<file path="src/rtl/ctr_access_port.sv">
module ctr_access_port #(
  parameter int NUM_GP = 4,
  parameter int NUM_FX = 3,
  parameter int GP_W   = 48,
  parameter int FX_W   = 40,
  parameter int SEL_W  = 4
) (
  input  logic                     clk,
  input  logic                     rst_n,
  input  logic                     wr_req,
  input  logic                     wr_full,
  input  logic [SEL_W-1:0]         wr_sel,
  input  logic [63:0]              wr_data,
  input  logic                     rd_req,
  input  logic [31:0]              rd_index,
  input  logic [NUM_GP*GP_W-1:0]   gp_vals,
  input  logic [NUM_FX*FX_W-1:0]   fx_vals,
  output logic                     ctr_we,
  output logic [SEL_W-1:0]         ctr_sel,
  output logic [GP_W-1:0]          ctr_wdata,
  output logic                     rd_valid,
  output logic [63:0]              rd_data,
  output logic                     wr_fault,
  output logic                     rd_fault
);

  localparam logic [63:0] GP_MASK = (GP_W >= 64) ? '1 : ((64'd1 << GP_W) - 64'd1);

  logic            sel_ok, wide_bad, wr_good;
  logic [63:0]     sext32;
  logic [GP_W-1:0] shaped;

  assign sel_ok   = 32'(wr_sel) < NUM_GP;
  assign wide_bad = wr_full && ((wr_data & ~GP_MASK) != 64'd0);
  assign wr_good  = sel_ok && !wide_bad;
  assign sext32   = {{32{wr_data[31]}}, wr_data[31:0]};
  assign shaped   = wr_full ? wr_data[GP_W-1:0] : sext32[GP_W-1:0];

  logic        rd_fast, rd_fixed, rd_ok;
  logic [29:0] rd_num;
  logic [63:0] sel_val;

  assign rd_fast  = rd_index[31];
  assign rd_fixed = rd_index[30];
  assign rd_num   = rd_index[29:0];
  assign rd_ok    = rd_fixed ? (32'(rd_num) < NUM_FX) : (32'(rd_num) < NUM_GP);

  always_comb begin
    sel_val = 64'd0;
    if (rd_fixed) begin
      for (int i = 0; i < NUM_FX; i++)
        if (32'(rd_num) == i) sel_val = 64'(fx_vals[i*FX_W +: FX_W]);
    end else begin
      for (int i = 0; i < NUM_GP; i++)
        if (32'(rd_num) == i) sel_val = 64'(gp_vals[i*GP_W +: GP_W]);
    end
  end

  always_ff @(posedge clk) begin
    if (!rst_n) begin
      ctr_we    <= 1'b0;
      ctr_sel   <= '0;
      ctr_wdata <= '0;
      wr_fault  <= 1'b0;
      rd_valid  <= 1'b0;
      rd_data   <= 64'd0;
      rd_fault  <= 1'b0;
    end else begin
      ctr_we    <= wr_req && wr_good;
      wr_fault  <= wr_req && !wr_good;
      if (wr_req && wr_good) begin
        ctr_sel   <= wr_sel;
        ctr_wdata <= shaped;
      end
      rd_valid  <= rd_req && rd_ok;
      rd_fault  <= rd_req && !rd_ok;
      if (rd_req && rd_ok)
        rd_data <= rd_fast ? {32'd0, sel_val[31:0]} : sel_val;
      else
        rd_data <= 64'd0;
    end
  end


  wr_fault_excl_chk: assert property (@(posedge clk) disable iff (!rst_n)
    wr_fault |-> !ctr_we);


  we_after_req_chk: assert property (@(posedge clk) disable iff (!rst_n)
    ctr_we |-> $past(wr_req));


  narrow_sext_chk: assert property (@(posedge clk) disable iff (!rst_n)
    (ctr_we && !$past(wr_full)) |->
      ((ctr_wdata[GP_W-1:31] == '0) || (ctr_wdata[GP_W-1:31] == '1)));


  wide_value_chk: assert property (@(posedge clk) disable iff (!rst_n)
    (ctr_we && $past(wr_full)) |-> (ctr_wdata == $past(wr_data[GP_W-1:0])));


  fast_upper_zero_chk: assert property (@(posedge clk) disable iff (!rst_n)
    (rd_valid && $past(rd_index[31])) |-> (rd_data[63:32] == 32'd0));


  rd_fault_nodata_chk: assert property (@(posedge clk) disable iff (!rst_n)
    rd_fault |-> (!rd_valid && rd_data == 64'd0));

endmodule

</file>
<file path="config.mk">
export PLATFORM = sky130hd
export DESIGN_NAME = ctr_access_port
export DESIGN_NICKNAME = d
export VERILOG_FILES = /design/src/rtl/ctr_access_port.sv
export SDC_FILE = /design/constraint.sdc
export NUM_CORES = 1
export LEC_CHECK = 0
export BUFFER_PORTS_ARGS = -buffer_cell sky130_fd_sc_hd__buf_4
export CELL_PAD_IN_SITES_DETAIL_PLACEMENT = 0
export CELL_PAD_IN_SITES_GLOBAL_PLACEMENT = 1
export CORE_AREA = 2 2 211 213
export CTS_CLUSTER_DIAMETER = 80
export CTS_CLUSTER_SIZE = 16
export DETAILED_ROUTE_END_ITERATION = 8
export DIE_AREA = 0 0 213 215
export GPL_TIMING_DRIVEN = 0
export HOLD_SLACK_MARGIN = 0.1
export PLACE_DENSITY_LB_ADDON = 0.1
export REMOVE_ABC_BUFFERS = 1
export SLEW_MARGIN = 25
export SYNTH_ARGS = -nofsm -noshare
export SYNTH_HDL_FRONTEND = slang
export SYNTH_SLANG_ARGS = --single-unit
</file>
<file path="constraint.sdc">
create_clock -name clk -period 5 [get_ports clk]
set_input_delay 1 -clock clk [delete_from_list [all_inputs] [get_ports clk]]
set_output_delay 1 -clock clk [all_outputs]
set_load 0.01 [all_outputs]
</file>
# ---- Word level (Yosys, flattened, before mapping)
# Index checks and enable logic that the tools add are counted.
dict set report totals {
  regBits 120
  in_bits 417
  out_inout_bits 120
  elab_cells 39
}
dict set report classes {
  magnitude_cmp 3
  eq_ne 3
  n_mux 10
  n_bitwise 2
  n_reduce_logical 13
}
# cell count
set op_table {}
lappend op_table {{$mux W64} 6}
lappend op_table {{$mux W48} 2}
lappend op_table {{$reduce_bool A64 Y1} 1}
lappend op_table {{$eq A30 B2 Y1 const B} 2}
lappend op_table {{$mux W40} 1}
lappend op_table {{$eq A30 B1 Y1 const B} 1}
lappend op_table {{$logic_not A30 Y1} 1}
lappend op_table {{$lt A30 B2 Y1 const B} 1}
lappend op_table {{$lt A30 B3 Y1 const B} 1}
lappend op_table {{$logic_and A1 B1 Y1} 6}
lappend op_table {{$lt A4 B3 Y1 const B} 1}
lappend op_table {{$logic_not A1 Y1} 3}
lappend op_table {{$reduce_or A3 Y1} 1}
lappend op_table {{$not A1 Y1} 2}
lappend op_table {{$reduce_and A2 Y1} 1}
lappend op_table {{$mux W1} 1}

# ---- Logic depth before layout (Yosys ltp)
dict set report logic_depth {
  ltp_word 6
  depth_mapped 6
  mapped_depth_nobuf 4
}

# ---- Worst setup path after synthesis
# Ideal clock, no wire load.
dict set report synth_path {
  path_kind {in2reg}
  from {in wr_data[57]}
  to {reg ctr_sel[0]}
  t_arrival_ns 2.529
  path_slack_ns 2.399
  stages 6
  n_path_buf 2
  cell_sequence {or4_1 -> o41ai_2 -> and2_1 -> buf_4 -> buf_4 -> mux2i_1}
}
dict set report synth_via {
  elab_chain_cells 5
}
# element line_no
set synth_lines {}
lappend synth_lines {{start, declared} 13} ;# input logic [63:0] wr_data,
lappend synth_lines {{$reduce_bool A64 Y1} 34} ;# assign wide_bad = wr_full && ((wr_data & ~GP_MASK) != 64'd0);
lappend synth_lines {{$logic_and A1 B1 Y1} 34}
lappend synth_lines {{$logic_not A1 Y1} 35} ;# assign wr_good = sel_ok && !wide_bad;
lappend synth_lines {{$logic_and A1 B1 Y1} 35}
lappend synth_lines {{$logic_and A1 B1 Y1} 71} ;# if (wr_req && wr_good) begin
lappend synth_lines {{end signal, assigned} 72} ;# ctr_sel <= wr_sel;
lappend synth_lines {{end, declared} 19} ;# output logic [SEL_W-1:0] ctr_sel,
# Every way passes these cells.
# A chain may end at the register's enable or synchronous reset.

# ---- Worst setup path in the final report
dict set report layout_path {
  from {in wr_data[57]}
  to {reg ctr_wdata[17]}
}
dict set report layout_via {
  elab_chain_cells 5
}
# element line_no
set layout_lines {}
lappend layout_lines {{$reduce_bool A64 Y1} 34}
lappend layout_lines {{$logic_and A1 B1 Y1} 34}
lappend layout_lines {{$logic_not A1 Y1} 35}
lappend layout_lines {{$logic_and A1 B1 Y1} 35}
lappend layout_lines {{$logic_and A1 B1 Y1} 71}
lappend layout_lines {{end signal, assigned} 73} ;# ctr_wdata <= shaped;
lappend layout_lines {{end, declared} 20} ;# output logic [GP_W-1:0] ctr_wdata,
# Every way passes these cells.

==> impl_metrics.csv <==
group,metric,value,unit
synthesis,ys_ff_latch,104,
cts,post_cts_buffers,0,
drt,viasPerCell,4.072,
pwr,intPower,0.001568,W
cts,htree_levels,3,
cts,cts_num_sinks,104,
cts,cts_tree,"built",
global_routing,grt_usage,0.1526,
setup_path,crit_required,5.32,ns
pwr,switching_share,0.2768,
synthesis,async_flop_share,0,
global_routing,grt_pass1_vias,7590,
timing,setup_viol,0,
pwr,combPwrFrac,0.244,
synthesis,yosys.area.top_type,"dfxtp_1",
global_routing,grt-busiest-layer,"met2",
drt,routedWlPerCell,20.34,um
cts,clock_latency,0.39,ns
synthesis,synth_area_leaders,"dfxtp_1, mux2i_1, o22ai_1",
setup_path,crit_type,"in2reg",
drt,drc,0,
setup_path,crit_buf_inv,3,
floorplanning,num_io_pins,537,
cts,ctsHoldBuffers,0,
synthesis,ys_types,31,
timing,setup-tns-final,0,ns
layout,nNetsFinal,1566,
pwr,worst_ir_drop_vdd,153.9,uV
timing,holdWs,0.4550,ns
global_routing,grt_pass1_wl,50.90,mm
timing,grt_setup_unrepaired,"no",
synthesis,ys.flop_type,"dfxtp_1",
placement,place_congestion,0.7542,
setup_path,crit_path_end_kind,"flip-flop",
timing,finClkSkew,0,ns
cts,cts-root-buf,"clkbuf_16",
layout,fin_area,10870,um^2
synthesis,syn_area_per_cell,8.843,um^2
global_routing,grt_use_met3,0.06430,
pwr,total_power,0.002169,W
setup_path,cp.arrival,3.51,ns
placement,placed_cell_area,10550,um^2
global_routing,grt_start_max_net_pins,95,
synthesis,seq_area_frac_synth,0.3447,
timing,drv_slew,0,
synthesis,synth_top_area_frac,0.3447,
floorplanning,core.rowCount,77,
setup_path,crit_path_frequent_cell,"buf_4",
drt,drt_iter0_drc,228,
setup_path,start_kind,"primary input",
global_routing,antenna_found_initial,4,
setup_path,cp-startpoint,"wr_data[57]",
layout,areaGrowthSynthToFinish,79.90,%
synthesis,syn_area,6040,um^2
run_status,status,"finished, final reports clean",
cts,path_clk_slew,0.08,ns
synthesis,synth_edf_count,0,
placement,place_hpwl,27.62,mm
timing,max_slew_margin,0.3763,
floorplanning,fp.dieW,213,um
drt,wl,35.58,mm
drt,firstDrtPassIters,4,
global_routing,grtUsageMet1,0.1731,
cts,cts_resized,0,
floorplanning,core_area,43640,um^2
floorplanning,dieArea,45800,um^2
setup_path,crit_chain,"buf_4, or4_1, o41ai_4, buf_4, and2_4, buf_16, mux2i_1",
layout,drive_gt1_frac,0.5208,
setup_path,crit_fanout,38,
timing,tightest_slew,0.9356,ns
global_routing,overflow,0,
pwr,seq_power_share,0.389,
pwr,p_switching,0.0006003,W
pwr,p_leak,5.029,nW
flow_run,drv_cap,0,
setup_path,cp_top_family,"simple AND/OR/NAND/NOR gates",
placement,portBuffers,520,
timing,max_freq,313.9,MHz
cts,numCtsBuffers,9,
setup_path,r2r-start,"ctr_wdata[32]",
placement,placed_cells,1730,
synthesis,yosys_warnings,0,
cts,clockBufferDepth,2,
timing,hold_viol,0,
layout,fin_cells,1749,
drt,antenna_left,0,
floorplanning,start_util,0.1384,
global_routing,use_met2,0.2527,
setup_path,crit_path_top_delay_cell,"o41ai_4",
setup_path,reg2reg_slack,4.35,ns
pwr,power_frac_clock,0.366,
drt,vias,7122,
floorplanning,fp.dieH,215,um
timing,period_minus_slack,3.185,ns
worst_hold_path,hp-class,"reg2reg",
setup_path,slowest_delay,0.68,ns
synthesis,synth_common_cells,"dfxtp_1, mux2i_1, o22ai_1",
pwr,power.density,199.6,nW/um^2
worst_hold_path,hold_start,"ctr_wdata[31]",
synthesis,synth_cells,683,
synthesis,yosysMostFrequentCell,"dfxtp_1",
timing,period_share,0.6371,
-- routing by layer --
layer	part of all wire	wire, um
met3	0.10	3649
met2	0.48	17040
met1	0.39	14010
met4	0.024	857
met5	0.00065	23
-- power by group through the flow --
stage          Sequential [W]  Combinational [W]  Clock [W]
6_report             0.000844           0.000530   0.000795
5_1_grt              0.000846           0.000578   0.000862
4_1_cts              0.000845           0.000539   0.000844
3_5_place_dp         0.000864           0.000537          0
3_3_place_gp         0.000864           0.000525          0
2_1_floorplan        0.000869           0.000157          0
-- cells in the final DEF, fill, tap and decap left out, types with 2 or more instances in the layout --
master	count
mux2i_1	90
nor4_1	7
mux2_2	41
nor2_1	42
and3_1	4
buf_6	4
nand4_1	3
conb_1	16
diode_2	3
buf_16	4
nor2b_1	7
or4_1	4
inv_6	2
o211a_1	16
o2111ai_1	40
mux4_2	6
clkbuf_16	9
nand2_1	70
buf_4	519
buf_12	2
a21oi_1	42
o22ai_1	81
a211oi_1	2
nand3_1	18
dfxtp_1	104
and2_1	2
-- registers in the layout (all words and copies together), names as in the netlist --
register   cells
rd_data       48
ctr_sel        4
rd_fault       1
ctr_wdata     48
wr_fault       1
rd_valid       1
ctr_we         1
-- area by class of cell --
type | count | area, um^2
diodes | 3 | 7.507
repair buffers | 530 | 4106
well taps | 592 | 740.7
clock buffers | 11 | 242.7
fillers | 4879 | 32780
clock inverters | 5 | 61.31
flip-flops and latches | 104 | 2082
inverters | 1 | 3.754
multi-input cells | 503 | 3621
-- logic make-up after synthesis --
family                 count (synthesis)  share of synthesized area
buffers and inverters                 91                    0.07334
multiplexers                         137                     0.2480
flip-flops                           104                     0.3447
AO/OA/AOI/OAI                        184                     0.2107
AND/OR/NAND/NOR                      166                     0.1226
other                                  1                  0.0006209
-- per-stage QoR --
step           utilization  setup WS [ns]
2_1_floorplan            -         0.5124
3_3_place_gp        0.2360         -1.415
3_5_place_dp        0.2418          1.369
4_1_cts             0.2488          1.802
5_1_grt             0.2489          1.642
6_report            0.2490          1.815
-- worst paths after layout --
kind / depth (start not counted) / endpoint
setup / recovery: 7 / ctr_wdata[17]
hold / removal: 2 / ctr_wdata[31]
setup reg to reg: 1 / ctr_wdata[32]
hold reg to reg: 2 / ctr_wdata[31]
-- worst min-delay path, cell delays in order, from the launching register on --
cell and delay, ns:
dfxtp_1 0.31, nand2_1 0.05, o21ai_1 0.05
No activity file was read; power rests on OpenSTA's default activity.
